===== src/rtl/oc_eac_adder.sv =====
module oc_eac_adder #(
  parameter int WIDTH = 16
) (
  input  logic [WIDTH-1:0] op_a_i,
  input  logic [WIDTH-1:0] op_b_i,
  output logic [WIDTH-1:0] sum_o,
  output logic             neg_zero_o,
  output logic             ovf_o
);
  localparam int MSB = WIDTH - 1;

  logic [WIDTH:0]   raw_sum;
  logic             wrap_carry;
  logic [WIDTH-1:0] wrap_inc;

  assign raw_sum    = {1'b0, op_a_i} + {1'b0, op_b_i};
  assign wrap_carry = raw_sum[WIDTH];
  assign wrap_inc   = {{(WIDTH-1){1'b0}}, wrap_carry};

  // A carried raw sum keeps at most all-ones minus one, so this cannot carry again.
  assign sum_o      = raw_sum[WIDTH-1:0] + wrap_inc;
  assign neg_zero_o = &sum_o;
  assign ovf_o      = (op_a_i[MSB] == op_b_i[MSB]) && (sum_o[MSB] != op_a_i[MSB]);
endmodule



===== config.mk =====
export PLATFORM = sky130hd
export DESIGN_NAME = oc_eac_adder
export DESIGN_NICKNAME = d
export VERILOG_FILES = /design/src/rtl/oc_eac_adder.sv
export SDC_FILE = /design/constraint.sdc
export NUM_CORES = 1
export LEC_CHECK = 0
export BUFFER_PORTS_ARGS = -buffer_cell sky130_fd_sc_hd__buf_2
export CAP_MARGIN = 20
export CORE_ASPECT_RATIO = 0.7
export CORE_MARGIN = 1
export CORE_UTILIZATION = 28
export DETAILED_ROUTE_END_ITERATION = 10
export GPL_TIMING_DRIVEN = 0
export SYNTH_ARGS = -nofsm -noshare
export SYNTH_HDL_FRONTEND = slang
export SYNTH_SLANG_ARGS = --single-unit

===== constraint.sdc =====
create_clock -name vclk -period 4.4
set_clock_uncertainty 0.05 [all_clocks]
set_input_delay 0.66 -clock vclk [all_inputs]
set_output_delay 0.66 -clock vclk [all_outputs]
set_load 0.1 [all_outputs]

* Word level (Yosys, flattened, before mapping)
Cells that the tools add are included.
Word-level totals: flip-flop bits (word level) 0, bits of input ports 32, logic and storage cells 6
Cells by class: add/sub/neg operators 2, equality and inequality tests 2, reductions and logical operators 2
Operators with widths (number):
- 16-bit by 16-bit adder with 17-bit output | 1
- 16-bit by 1-bit adder with 16-bit output | 1
- 16-bit AND reduction | 1
- 1-bit equality test | 1
- 1-bit logical AND | 1
- 1-bit inequality test | 1

* Longest topological paths before layout
Gate-level depths: netlist of the first run.
depth after elaboration 4, depth in mapped cells 17

* Least setup slack after synthesis of the first run
OpenSTA, ideal clock, no wires.
path type in2out, from in op_a_i[0], to out neg_zero_o, arrival time 6.000 ns, path slack -2.310 ns, stages on the path 17, buffers on the path 0, path through ha_1 fa_1 a211oi_2 o21ai_2 a22oi_1 a21oi_1 a21o_1 a21o_1 ha_1 ha_1 o211ai_1 nor2_1 xor2_1 and3_1 nand4_1 and4bb_2 and4_1
On the way: longest elaborated chain between the ends 3
Ends and longest elaborated chain:
- start, declared | RTL line 4 | input logic [WIDTH-1:0] op_a_i,
- 16-bit by 16-bit adder with 17-bit output | RTL line 16 | assign raw_sum = {1'b0, op_a_i} + {1'b0, op_b_i};
- 16-bit by 1-bit adder with 16-bit output | RTL line 21 | assign sum_o = raw_sum[WIDTH-1:0] + wrap_inc;
- via sum_o[4] | RTL line 6 | output logic [WIDTH-1:0] sum_o,
- 16-bit AND reduction | RTL line 22 | assign neg_zero_o = &sum_o;
- end, declared | RTL line 7 | output logic neg_zero_o,
The timed path passes the listed nets, and every way through them passes these cells.

* Worst setup path in the final report of the first run
from in op_b_i[0], to out neg_zero_o
On the way: longest elaborated chain between the ends 3
Ends and longest elaborated chain:
- start, declared | RTL line 5 | input logic [WIDTH-1:0] op_b_i,
- 16-bit by 16-bit adder with 17-bit output | RTL line 16
- 16-bit by 1-bit adder with 16-bit output | RTL line 21
- 16-bit AND reduction | RTL line 22
Every way passes these cells.

==> results of run 1 <==
==> Yosys cell counts, drive strengths merged (2+ instances only) <==
cell and count:
nand2 8, nor3 6, nor2 8, nor2b 3, nand3 2, nand2b 2, nor4b 2, inv 3
nand4 3, and3 7, o21ai 13, a211oi 6, a211o 2, a22oi 2, a21o 7, o21a 3
ha 18, nor4 2, nand3b 2, a21oi 8, or3 3, xnor2 9, o2111a 3, buf 2
and2 3, a221oi 3, xor2 11, xnor3 2, nor3b 3, o211ai 4
==> stage by stage <==
stage	instances	area, sq um	hold slack [ns]	power (uW)
2_1_floorplan	165	1662	1.584	528.2
3_3_place_gp	270	1981	1.862	606.7
3_5_place_dp	270	1981	1.882	608.6
4_1_cts	290	2449	1.761	711.6
5_1_grt	302	2656	1.779	797.6
6_report	302	2656	1.758	758.1
==> power by group through the flow <==
stage / clock network, uW / logic (uW) / registers [uW]
3_3_place_gp: 0 / 607 / 0
2_1_floorplan: 0 / 528 / 0
6_report: 0 / 758 / 0
3_5_place_dp: 0 / 609 / 0
4_1_cts: 0 / 712 / 0
5_1_grt: 0 / 798 / 0
==> final cells by class <==
type / instances / area, sq um / area share, %
Multi-Input combinational cell: 159 / 1824 / 68.68
Timing Repair Buffer: 85 / 752.0 / 28.31
Inverter: 3 / 11.26 / 0.4239
Tap cell: 55 / 68.82 / 2.591
==> cell families after synthesis <==
family | synth area share [%]
compound gates | 34.79
simple gates | 27.83
xor+xnor | 16.88
fa+ha+maj | 18.18
buf+inv | 2.318
==> how the worst max path moves through the flow <==
| stage | startpoint | end | slack (ns) |
|---|---|---|---|
| 2_1_floorplan | op_a_i[0] | neg_zero_o | -0.82 |
| 3_3_place_gp | op_a_i[5] | sum_o[14] | -1.41 |
| 3_5_place_dp | op_a_i[5] | sum_o[14] | -1.40 |
| 4_1_cts | op_b_i[0] | neg_zero_o | -0.42 |
| 5_1_grt | op_b_i[0] | neg_zero_o | -0.57 |
| 6_report | op_b_i[0] | neg_zero_o | -0.42 |
==> tightest hold or removal path, cell delays in order <==
cell     delay [ns]
buf_2          0.08
ha_1           0.19
nor2b_4        0.06
buf_12         0.16
==> per-layer routing <==
| metal | share of wire, % | wire [um] | GRT usage [%] | vias to the layer above |
|---|---|---|---|---|
| met3 | 3.5 | 146 | 0 | 0 |
| li1 | - | - | - | 820 |
| met4 | 0 | 0 | 0 | 0 |
| met1 | 50 | 2118 | 26.08 | 754 |
| met2 | 46 | 1952 | 28.46 | 45 |
| met5 | 0 | 0 | 0 | - |
==> repair_timing <==
action | 4_1_cts | 5_1_grt
pin swaps | 30 | 9
setup buffers | 22 | 14
gates resized for setup | 63 | 23
hold buffers | 0 | 0
endpoints found under the setup margin | 14 | 12
==> impl_results.html, run 1 <==
<table>
<tr><th>Metric</th><th>Value</th></tr>
<tr><th colspan="2">Floorplanning</th></tr>
<tr><td>Area of the die</td><td>5103 sq um</td></tr>
<tr><td>Effective utilization at floorplan</td><td>30.11%</td></tr>
<tr><td>Die height</td><td>~60 um</td></tr>
<tr><td>Placeable core area</td><td>4479 sq um</td></tr>
<tr><td>Number of placement rows</td><td>20</td></tr>
<tr><td>Width of the chip</td><td>about 85 um</td></tr>
<tr><td>I/O pin count</td><td>50</td></tr>
<tr><th colspan="2">Finish</th></tr>
<tr><td>Sequential cell count of the final layout</td><td>0</td></tr>
<tr><td># clk buffers</td><td>0</td></tr>
<tr><td>Fin nets</td><td>300</td></tr>
<tr><td>Leading cell types in the layout, fill and taps excluded</td><td>buf_4, buf_2, buf_6, ha_4</td></tr>
<tr><td>Fillers</td><td>390</td></tr>
<tr><td>Core occupancy in the finished layout</td><td>between 50% and 60%</td></tr>
<tr><td>Antenna Cells</td><td>0</td></tr>
<tr><td>Fraction of final layout cells with drive strength greater than 1</td><td>59.92%</td></tr>
<tr><td>Leading cell type in the layout, fill and taps excluded</td><td>buf_4</td></tr>
<tr><td>Sequential cell area</td><td>0 sq um</td></tr>
<tr><td>Syn-to-layout area delta</td><td>96.94%</td></tr>
<tr><th colspan="2">Critical path</th></tr>
<tr><td>Crit. End Element</td><td>output pin</td></tr>
<tr><td>Critical path start-end classification</td><td>input pin to output pin</td></tr>
<tr><td>Cell family contributing the most delay on the critical path</td><td>compound AO/OA/AOI/OAI gates</td></tr>
<tr><td>Required time of the critical path</td><td>3.69 ns</td></tr>
<tr><td>Maximum fanout along the worst path</td><td>2</td></tr>
<tr><td>CP Data Arrival Time</td><td>4.11 ns</td></tr>
<tr><td>Critical path, cell by cell</td><td>buf_6, ha_4, fa_2, a211oi_4, o21ai_2, a22oi_2, a21oi_2, a21o_1, a21o_1, ha_4, ha_4, o211ai_1, nor4b_2, nand4_1, xor2_4, and3_4, and4bb_2, and4_4, buf_12</td></tr>
<tr><td>Worst-path cell with the longest stage delay</td><td>fa_2</td></tr>
<tr><td>Number of stages on the worst setup path</td><td>19</td></tr>
<tr><td>Cell seen most often among critical-path stages</td><td>ha_4</td></tr>
<tr><td>Critical path startpoint category</td><td>input pin</td></tr>
<tr><td>Number of buffer and inverter instances along the worst setup path</td><td>2</td></tr>
<tr><td>Crit-path max cell delay</td><td>0.36 ns</td></tr>
<tr><th colspan="2">Power</th></tr>
<tr><td>Pwr Density</td><td>around 290 nW/um^2</td></tr>
<tr><td>Net switching power</td><td>476.6 uW</td></tr>
<tr><td>Net switching share of the total power</td><td>62.86%</td></tr>
<tr><td>IR drop worst, VDD</td><td>~0.000093 V</td></tr>
<tr><td>Cell-internal power</td><td>~280 uW</td></tr>
<tr><td>Seq pwr share</td><td>0%</td></tr>
<tr><td>Leakage power figure</td><td>0.001106 uW</td></tr>
<tr><td>Relative contribution of the clock network to total power</td><td>0%</td></tr>
<tr><td>Part of the total power dissipated in combinational logic</td><td>100.0%</td></tr>
<tr><th colspan="2">Yosys</th></tr>
<tr><td>Cell types occupying the most area after synthesis</td><td>ha_1, xor2_1, xnor2_1</td></tr>
<tr><td>Biggest area consumer among synthesized cells</td><td>ha_1</td></tr>
<tr><td>Yosys top cell area share</td><td>between 10% and 20%</td></tr>
<tr><td>Avg Synthesized Cell Area</td><td>just over 8 sq um</td></tr>
<tr><td>Share of the yosys chip area belonging to registers</td><td>0%</td></tr>
<tr><td>Total of warnings raised by yosys</td><td>0</td></tr>
<tr><td>Post-synth net total</td><td>~220</td></tr>
<tr><td>Mapped Cells</td><td>roughly 170</td></tr>
<tr><td>Number of distinct standard cells referenced by the synthesized netlist</td><td>59</td></tr>
<tr><td>Synth Cell Area</td><td>1349 sq um</td></tr>
<tr><th colspan="2">STA</th></tr>
<tr><td>Worst slew margin relative to its limit</td><td>38.55%</td></tr>
<tr><td>Hold violation total from the final report</td><td>0</td></tr>
<tr><td>Worst Setup Slack, final</td><td>-0.4218 ns</td></tr>
<tr><td>Post-layout minimum cycle time</td><td>4.822 ns</td></tr>
<tr><td>Post-Route Setup TNS</td><td>-1.951 ns</td></tr>
<tr><td>Transition time at the pin with the least slew margin</td><td>0.9201 ns</td></tr>
<tr><td>Post-route clock period utilization</td><td>109.6%</td></tr>
<tr><td>Fmax</td><td>0.2074 GHz</td></tr>
<tr><td>Setup repair after global routing missed its margin</td><td>true</td></tr>
<tr><td>Setup-failing EPs final</td><td>8</td></tr>
<tr><td>Slew Limit Fails</td><td>0</td></tr>
<tr><th colspan="2">Global routing</th></tr>
<tr><td>Antenna violations before repair</td><td>0</td></tr>
<tr><td>Number of global-route vias before repair</td><td>between 1000 and 1500</td></tr>
<tr><td>Global-route wire length before repair</td><td>around 7000 um</td></tr>
<tr><td>Overflow left after global routing</td><td>0</td></tr>
<tr><td>Largest net degree at the start of global routing</td><td>10</td></tr>
<tr><td>Tot GR Track Use</td><td>16.96%</td></tr>
<tr><th colspan="2">Detailed routing</th></tr>
<tr><td>Number of DRC markers after the initial detailed-route iteration</td><td>73</td></tr>
<tr><td>Detailed-route via count</td><td>1619</td></tr>
<tr><td>Total Wirelength</td><td>4216 um</td></tr>
<tr><td>Number of nets still failing antenna checks after routing</td><td>0</td></tr>
<tr><td>DRT Pass-1 Iters</td><td>7</td></tr>
<tr><td>Mean routed wirelength per cell</td><td>~14 um</td></tr>
<tr><td>Number of DRC violations after detailed routing</td><td>4</td></tr>
<tr><td>DR vias/cell</td><td>5.361</td></tr>
<tr><th colspan="2">Hold path</th></tr>
<tr><td>Number of stages on the worst hold path</td><td>4</td></tr>
<tr><td>Classification of the worst-slack hold path</td><td>input pin to output pin</td></tr>
<tr><td>Hold EP</td><td>ovf_o</td></tr>
<tr><td>Hold path startpoint</td><td>op_b_i[15]</td></tr>
<tr><th colspan="2">Placement</th></tr>
<tr><td>Placed wire-length estimate after detailed placement</td><td>3115 um</td></tr>
<tr><td>Global placer's final weighted congestion</td><td>between 0.7 and 0.8</td></tr>
<tr><td>Setup Slack @ Placement</td><td>-1.401 ns</td></tr>
<tr><td>IO Port Bufs</td><td>50</td></tr>
<tr><th colspan="2">Job</th></tr>
<tr><td>Max-cap violations</td><td>0</td></tr>
<tr><th colspan="2">Run status</th></tr>
<tr><td>Failing checks</td><td>DRC, setup timing</td></tr>
<tr><td>Status</td><td>finished, violations left</td></tr>
</table>
No activity file was read; power rests on OpenSTA's default activity.
==> run 2: changes to the inputs <==
- clock period: 4.4 -> 4.5 ns (I/O delays scaled with it)
==> run 2 against run 1 <==
The flow still finishes with violations (DRC, setup timing); core utilization shrank 0.78 points; flip-flop and latch count is the same; combinational power down 4.0%; non-clock buffer count down 2; largest cell class unchanged; die area stayed put; critical path depth unchanged; global-route usage is 0.36 points lower.
==> impl_results.html, run 2 (same netlist as run 1, synthesis figures left out) <==
<table>
<tr><th>Metric</th><th>Value</th></tr>
<tr><th colspan="2">Finish</th></tr>
<tr><td>Antenna Cells</td><td>0</td></tr>
<tr><td>Fillers</td><td>~390</td></tr>
<tr><td>Fraction of final layout cells with drive strength greater than 1</td><td>59.59%</td></tr>
<tr><td>Leading cell type in the layout, fill and taps excluded</td><td>buf_4</td></tr>
<tr><td># clk buffers</td><td>0</td></tr>
<tr><td>Core occupancy in the finished layout</td><td>58.52%</td></tr>
<tr><td>Fin nets</td><td>298</td></tr>
<tr><td>Syn-to-layout area delta</td><td>94.34%</td></tr>
<tr><td>Finished Layout Cells</td><td>300</td></tr>
<tr><td>Leading cell types in the layout, fill and taps excluded</td><td>buf_4, buf_2, buf_6, ha_4, o21ai_0</td></tr>
<tr><td>Multi-input gate area in the final layout</td><td>1824 sq um</td></tr>
<tr><td>Sequential cell area</td><td>0 sq um</td></tr>
<tr><td>Sequential cell count of the final layout</td><td>0</td></tr>
<tr><th colspan="2">Global routing</th></tr>
<tr><td>M3 GR Usage</td><td>0%</td></tr>
<tr><td>Largest net degree at the start of global routing</td><td>10</td></tr>
<tr><td>Global-route wire length before repair</td><td>6886 um</td></tr>
<tr><td>Met1 Usage GRT</td><td>25.75%</td></tr>
<tr><td>Antenna violations before repair</td><td>0</td></tr>
<tr><td>Met2 track demand over resource in global routing</td><td>27.53%</td></tr>
<tr><td>Tot GR Track Use</td><td>16.60%</td></tr>
<tr><td>Number of global-route vias before repair</td><td>~1400</td></tr>
<tr><td>Busiest layer in global routing</td><td>met2</td></tr>
<tr><td>Overflow left after global routing</td><td>0</td></tr>
<tr><th colspan="2">Critical path</th></tr>
<tr><td>Required time of the critical path</td><td>between 3 and 4 ns</td></tr>
<tr><td>Maximum fanout along the worst path</td><td>2</td></tr>
<tr><td>Crit. End Element</td><td>output pin</td></tr>
<tr><td>CP Data Arrival Time</td><td>4.14 ns</td></tr>
<tr><td>Critical path startpoint category</td><td>input pin</td></tr>
<tr><td>Critical path start-end classification</td><td>input pin to output pin</td></tr>
<tr><th colspan="2">Detailed routing</th></tr>
<tr><td>Number of DRC markers after the initial detailed-route iteration</td><td>71</td></tr>
<tr><td>DR vias/cell</td><td>around 5.4</td></tr>
<tr><td>Total Wirelength</td><td>4230 um</td></tr>
<tr><td>Detailed-route via count</td><td>approximately 1600</td></tr>
<tr><td>Number of nets still failing antenna checks after routing</td><td>0</td></tr>
<tr><td>Number of DRC violations after detailed routing</td><td>4</td></tr>
<tr><td>Mean routed wirelength per cell</td><td>between 10 and 15 um</td></tr>
<tr><td>DRT Pass-1 Iters</td><td>7</td></tr>
<tr><th colspan="2">Placement</th></tr>
<tr><td>Placed wire-length estimate after detailed placement</td><td>3115 um</td></tr>
<tr><td>Number of placed instances, taps included</td><td>270</td></tr>
<tr><td>Global placer's final weighted congestion</td><td>0.7865</td></tr>
<tr><td>Setup Slack @ Placement</td><td>-1.331 ns</td></tr>
<tr><td>IO Port Bufs</td><td>50</td></tr>
<tr><th colspan="2">STA</th></tr>
<tr><td>Setup-failing EPs final</td><td>7</td></tr>
<tr><td>Post-layout minimum cycle time</td><td>4.861 ns</td></tr>
<tr><td>Setup repair after global routing missed its margin</td><td>true</td></tr>
<tr><td>Transition time at the pin with the least slew margin</td><td>just over 0.9 ns</td></tr>
<tr><td>Worst Setup Slack, final</td><td>-0.3614 ns</td></tr>
<tr><td>Slew Limit Fails</td><td>0</td></tr>
<tr><td>Worst slew margin relative to its limit</td><td>about two fifths</td></tr>
<tr><td>Hold violation total from the final report</td><td>0</td></tr>
<tr><td>Fmax</td><td>0.2057 GHz</td></tr>
<tr><td>Post-route clock period utilization</td><td>108.0%</td></tr>
<tr><td>Worst hold slack</td><td>1.787 ns</td></tr>
<tr><th colspan="2">Floorplanning</th></tr>
<tr><td>Placeable core area</td><td>4479 sq um</td></tr>
<tr><td>Width of the chip</td><td>84.96 um</td></tr>
<tr><td>Number of placement rows</td><td>20</td></tr>
<tr><td>I/O pin count</td><td>50</td></tr>
<tr><td>Effective utilization at floorplan</td><td>30.11%</td></tr>
<tr><td>Area of the die</td><td>between 5000 and 6000 sq um</td></tr>
<tr><td>Die height</td><td>~60 um</td></tr>
<tr><th colspan="2">Power</th></tr>
<tr><td>Leakage power figure</td><td>0.001088 uW</td></tr>
<tr><td>IR drop worst, VDD</td><td>0.00009025 V</td></tr>
<tr><td>Pwr Density</td><td>277.9 nW/um^2</td></tr>
<tr><td>Total power of the final layout</td><td>728.4 uW</td></tr>
<tr><th colspan="2">Run status</th></tr>
<tr><td>Status</td><td>finished, violations left</td></tr>
<tr><td>Failing checks</td><td>DRC, setup timing</td></tr>
<tr><th colspan="2">Hold path</th></tr>
<tr><td>Classification of the worst-slack hold path</td><td>input pin to output pin</td></tr>
<tr><td>Number of stages on the worst hold path</td><td>4</td></tr>
<tr><th colspan="2">Job</th></tr>
<tr><td>Max-cap violations</td><td>0</td></tr>
</table>
-- run 2: changes by cell type in the layout (fill, tap and decap cells not counted) --
cell and change:
clkbuf_4 +1, buf_6 -2, buf_12 -2, buf_8 +2
buf_2 +1, buf_4 -2
-- run 2: final cells by class --
type | instances | area share [%]
tap | 55 | 2.625
inverter | 3 | 0.4296
multi-input combinational | 159 | 69.59
timing repair buffer | 83 | 27.35
-- run 2: path summary, 6_finish.rpt --
path	from	endpoint
worst min-delay path	op_b_i[15]	ovf_o
worst max-delay path	op_b_i[0]	neg_zero_o
-- run 2: where the power goes --
| group | internal, uW | switching, uW |
|---|---|---|
| Clock | 0 | 0 |
| Sequential | 0 | 0 |
| Combinational | 264 | 464 |
-- run 2: per-layer routing --
layer,part of all wire (%),vias to the layer above
met5,0,-
li1,-,813
met3,2.5,0
met2,46,42
met4,0,0
met1,51,757
-- run 2: worst max-delay path: stages --
cell,delay (ns)
buf_6,0.10
ha_4,0.15
fa_2,0.36
a211oi_4,0.27
o21ai_2,0.11
a22oi_2,0.22
a21oi_2,0.10
a21o_1,0.18
a21o_1,0.19
ha_4,0.18
ha_4,0.15
o211ai_1,0.14
nor4b_2,0.12
nand4_1,0.21
xor2_4,0.16
and3_4,0.19
and4bb_2,0.22
and4_4,0.22
buf_12,0.17
-- run 2: stage by stage --
stage / instance area (sq um) / setup TNS [ns]
final: 2621 / -1.408
after global placement: 1981 / -8.625
after floorplan: 1662 / -2.922
after global routing: 2621 / -2.443
after CTS: 2435 / -1.521
after detailed placement: 1981 / -8.601
-- run 2: timing repair --
action,4_1_cts,5_1_grt
pin swaps,30,11
endpoints found under the hold margin,0,0
hold buffers,0,0
setup endpoints to repair,13,12
setup buffers,22,12
resized for setup,59,22
==> run 3: changes to the inputs <==
- ABC_AREA: default -> 1
- ABC_CLOCK_PERIOD_IN_PS: default -> 4500
- PLACE_DENSITY: default -> 0.55
==> run 3 against run 2 <==
Highest routed layer unchanged; via count up 35%; cell count up 63%; worst hold slack better by 0.011 ns; the run ends with DRC left; critical endpoint unchanged; synthesized cell count up 110%.
==> impl_results.html, run 3 <==
<table>
<tr><th>Metric</th><th>Value</th></tr>
<tr><th colspan="2">Power</th></tr>
<tr><td>Net switching power</td><td>437.4 uW</td></tr>
<tr><td>Seq pwr share</td><td>0%</td></tr>
<tr><td>Part of the total power dissipated in combinational logic</td><td>100.0%</td></tr>
<tr><td>Cell-internal power</td><td>about 150 uW</td></tr>
<tr><td>IR drop worst, VDD</td><td>0.00008602 V</td></tr>
<tr><td>Total power of the final layout</td><td>between 500 and 600 uW</td></tr>
<tr><td>Pwr Density</td><td>235.8 nW/um^2</td></tr>
<tr><td>Leakage power figure</td><td>~0.0013 uW</td></tr>
<tr><td>Net switching share of the total power</td><td>74.27%</td></tr>
<tr><td>Relative contribution of the clock network to total power</td><td>0%</td></tr>
<tr><th colspan="2">Yosys</th></tr>
<tr><td>Most used standard cell by instance count after synthesis</td><td>nand2_1</td></tr>
<tr><td>Post-synth net total</td><td>405</td></tr>
<tr><td>Synth Cell Area</td><td>around 1800 sq um</td></tr>
<tr><td>Share of the yosys chip area belonging to registers</td><td>0%</td></tr>
<tr><td>Avg Synthesized Cell Area</td><td>5.104 sq um</td></tr>
<tr><td>Total of warnings raised by yosys</td><td>0</td></tr>
<tr><td>Number of distinct standard cells referenced by the synthesized netlist</td><td>24</td></tr>
<tr><td>Cell types occupying the most area after synthesis</td><td>nand2_1, ha_1, inv_1</td></tr>
<tr><td>Most frequent cells after synthesis</td><td>nand2_1, inv_1, nand3_1</td></tr>
<tr><td>Yosys top cell area share</td><td>28.88%</td></tr>
<tr><td>Mapped Cells</td><td>approximately 350</td></tr>
<tr><td>Biggest area consumer among synthesized cells</td><td>nand2_1</td></tr>
<tr><th colspan="2">Clock tree</th></tr>
<tr><td>Cts-stage hold buffer count</td><td>0</td></tr>
<tr><th colspan="2">Hold path</th></tr>
<tr><td>Number of stages on the worst hold path</td><td>4</td></tr>
<tr><td>Classification of the worst-slack hold path</td><td>input pin to output pin</td></tr>
<tr><td>Hold EP</td><td>ovf_o</td></tr>
<tr><td>Hold path startpoint</td><td>op_a_i[15]</td></tr>
<tr><th colspan="2">Detailed routing</th></tr>
<tr><td>Number of DRC markers after the initial detailed-route iteration</td><td>89</td></tr>
<tr><td>DRT Pass-1 Iters</td><td>7</td></tr>
<tr><td>DR vias/cell</td><td>4.441</td></tr>
<tr><td>Detailed-route via count</td><td>2176</td></tr>
<tr><td>Total Wirelength</td><td>4913 um</td></tr>
<tr><td>Number of DRC violations after detailed routing</td><td>2</td></tr>
<tr><td>Mean routed wirelength per cell</td><td>10.03 um</td></tr>
<tr><td>Number of nets still failing antenna checks after routing</td><td>0</td></tr>
<tr><th colspan="2">STA</th></tr>
<tr><td>Fmax</td><td>about 0.23 GHz</td></tr>
<tr><td>Setup-failing EPs final</td><td>0</td></tr>
<tr><td>Worst hold slack</td><td>around 1.8 ns</td></tr>
<tr><td>Post-layout minimum cycle time</td><td>4.406 ns</td></tr>
<tr><td>Slew Limit Fails</td><td>0</td></tr>
<tr><td>Transition time at the pin with the least slew margin</td><td>0.4866 ns</td></tr>
<tr><td>Worst Setup Slack, final</td><td>around 0.094 ns</td></tr>
<tr><td>Setup repair after global routing missed its margin</td><td>true</td></tr>
<tr><td>Post-route clock period utilization</td><td>97.91%</td></tr>
<tr><td>Worst slew margin relative to its limit</td><td>67.78%</td></tr>
<tr><td>Hold violation total from the final report</td><td>0</td></tr>
<tr><th colspan="2">Critical path</th></tr>
<tr><td>Critical path startpoint category</td><td>input pin</td></tr>
<tr><td>Crit. End Element</td><td>output pin</td></tr>
<tr><td>Maximum fanout along the worst path</td><td>3</td></tr>
<tr><td>Critical path start-end classification</td><td>input pin to output pin</td></tr>
<tr><td>CP Data Arrival Time</td><td>around 3.7 ns</td></tr>
<tr><td>Required time of the critical path</td><td>roughly 3.8 ns</td></tr>
<tr><th colspan="2">Finish</th></tr>
<tr><td>Syn-to-layout area delta</td><td>38.23%</td></tr>
<tr><td>Fin nets</td><td>465</td></tr>
<tr><td>Core occupancy in the finished layout</td><td>around 40%</td></tr>
<tr><td># clk buffers</td><td>0</td></tr>
<tr><td>Leading cell type in the layout, fill and taps excluded</td><td>nand2_1</td></tr>
<tr><td>Finished Layout Cells</td><td>490</td></tr>
<tr><td>Sequential cell area</td><td>0 sq um</td></tr>
<tr><td>Fraction of final layout cells with drive strength greater than 1</td><td>35.68%</td></tr>
<tr><td>Antenna Cells</td><td>0</td></tr>
<tr><td>Leading cell types in the layout, fill and taps excluded</td><td>nand2_1, inv_1, buf_2, nand3_1, nand2_2</td></tr>
<tr><td>Sequential cell count of the final layout</td><td>0</td></tr>
<tr><th colspan="2">Placement</th></tr>
<tr><td>Global placer's final weighted congestion</td><td>0.8178</td></tr>
<tr><td>IO Port Bufs</td><td>50</td></tr>
<tr><td>Placed wire-length estimate after detailed placement</td><td>4366 um</td></tr>
<tr><td>Setup Slack @ Placement</td><td>-0.2788 ns</td></tr>
<tr><td>Number of placed instances, taps included</td><td>around 480</td></tr>
<tr><th colspan="2">Run status</th></tr>
<tr><td>Failing checks</td><td>DRC</td></tr>
<tr><td>Status</td><td>finished, violations left</td></tr>
<tr><th colspan="2">Floorplanning</th></tr>
<tr><td>Placeable core area</td><td>6216 sq um</td></tr>
<tr><td>Effective utilization at floorplan</td><td>between 20 and 30%</td></tr>
<tr><td>I/O pin count</td><td>50</td></tr>
<tr><td>Area of the die</td><td>about 6800 sq um</td></tr>
<tr><td>Number of placement rows</td><td>24</td></tr>
<tr><td>Width of the chip</td><td>98.01 um</td></tr>
<tr><td>Die height</td><td>69.21 um</td></tr>
<tr><th colspan="2">Global routing</th></tr>
<tr><td>Tot GR Track Use</td><td>14.58%</td></tr>
<tr><td>Number of global-route vias before repair</td><td>1900</td></tr>
<tr><td>Antenna violations before repair</td><td>0</td></tr>
<tr><td>Global-route wire length before repair</td><td>between 8000 and 9000 um</td></tr>
<tr><td>Overflow left after global routing</td><td>0</td></tr>
<tr><td>Largest net degree at the start of global routing</td><td>8</td></tr>
<tr><th colspan="2">Job</th></tr>
<tr><td>Max-cap violations</td><td>0</td></tr>
</table>
[run 3: changes by cell type after synthesis, sizes merged, moves of 9 or more]
cell   previous run  this run
nand2             8       161
inv               3        65
nand3             2        46
nor2              8        38
xor2             11         0
o21ai            13         3
xnor2             9         0
[run 3: per-layer routing]
| metal | routed length, um | vias to the layer above | track usage (%) | share of wire (%) |
|---|---|---|---|---|
| li1 | - | 1214 | - | - |
| met1 | 2799 | 914 | 24.08 | 57 |
| met2 | 1884 | 48 | 21.83 | 38 |
| met4 | 0 | 0 | 0 | 0 |
| met5 | 0 | - | 0 | 0 |
| met3 | 229 | 0 | 0.2016 | 4.7 |
[run 3: timing repair]
item | in CTS | in global routing
gates resized for setup | 17 | 20
endpoints found under the setup margin | 4 | 7
pin swaps | 5 | 23
buffers inserted | 1 | 7
[run 3: layout make-up]
| type | instances | area, sq um |
|---|---|---|
| Tap cell | 78 | 97.59 |
| Timing Repair Buffer | 58 | 351.6 |
| Fill cell | 679 | 3719 |
| Inverter | 66 | 261.5 |
| Multi-Input combinational cell | 288 | 1787 |
[run 3: power groups by stage]
stage          Combinational (uW)  Clock, uW  Sequential (uW)
2_1_floorplan                 473          0                0
3_3_place_gp                  558          0                0
3_5_place_dp                  562          0                0
4_1_cts                       574          0                0
5_1_grt                       639          0                0
6_report                      589          0                0
[run 3: how the worst max path moves through the flow]
| stage | from | endpoint | depth (start not counted) |
|---|---|---|---|
| global route | op_b_i[0] | neg_zero_o | 27 |
| global placement | op_a_i[9] | neg_zero_o | 24 |
| detailed placement | op_a_i[9] | neg_zero_o | 24 |
| floorplan | op_a_i[0] | neg_zero_o | 22 |
| CTS | op_a_i[0] | neg_zero_o | 27 |
| finish | op_b_i[0] | neg_zero_o | 27 |
[run 3: per-stage QoR]
step | instance area [sq um] | TNS [ns]
6_report | 2497 | 0
5_1_grt | 2497 | -0.2444
4_1_cts | 2386 | 0
3_5_place_dp | 2306 | -0.4008
3_3_place_gp | 2306 | -0.3684
2_1_floorplan | 1958 | -0.1227
[run 3: worst max-delay path: stages]
cell	delay [ns]
buf_6	0.10
ha_4	0.16
fa_2	0.39
nand2_2	0.09
nand2_2	0.07
nand3_4	0.11
nand2_4	0.06
nand2_2	0.08
nand2_2	0.06
a21oi_2	0.17
o21bai_2	0.09
ha_2	0.20
ha_4	0.17
inv_4	0.05
nor2_4	0.04
inv_1	0.05
nand2_1	0.06
nor2_1	0.10
nand3_1	0.09
nor2_1	0.11
nand2_1	0.06
nor2_1	0.10
nand3_1	0.09
nor2_2	0.13
nand3_2	0.10
nor2_4	0.11
buf_12	0.18
[run 3: cell families (layout without fill, tap and decap cells)]
family / after synthesis / in the layout / synth area share (%)
AO/OA/AOI/OAI: 15 / 15 / 4.848
adder cells (fa/ha/maj): 19 / 19 / 13.57
buffers and inverters: 66 / 124 / 13.71
AND/OR/NAND/NOR: 254 / 254 / 67.87
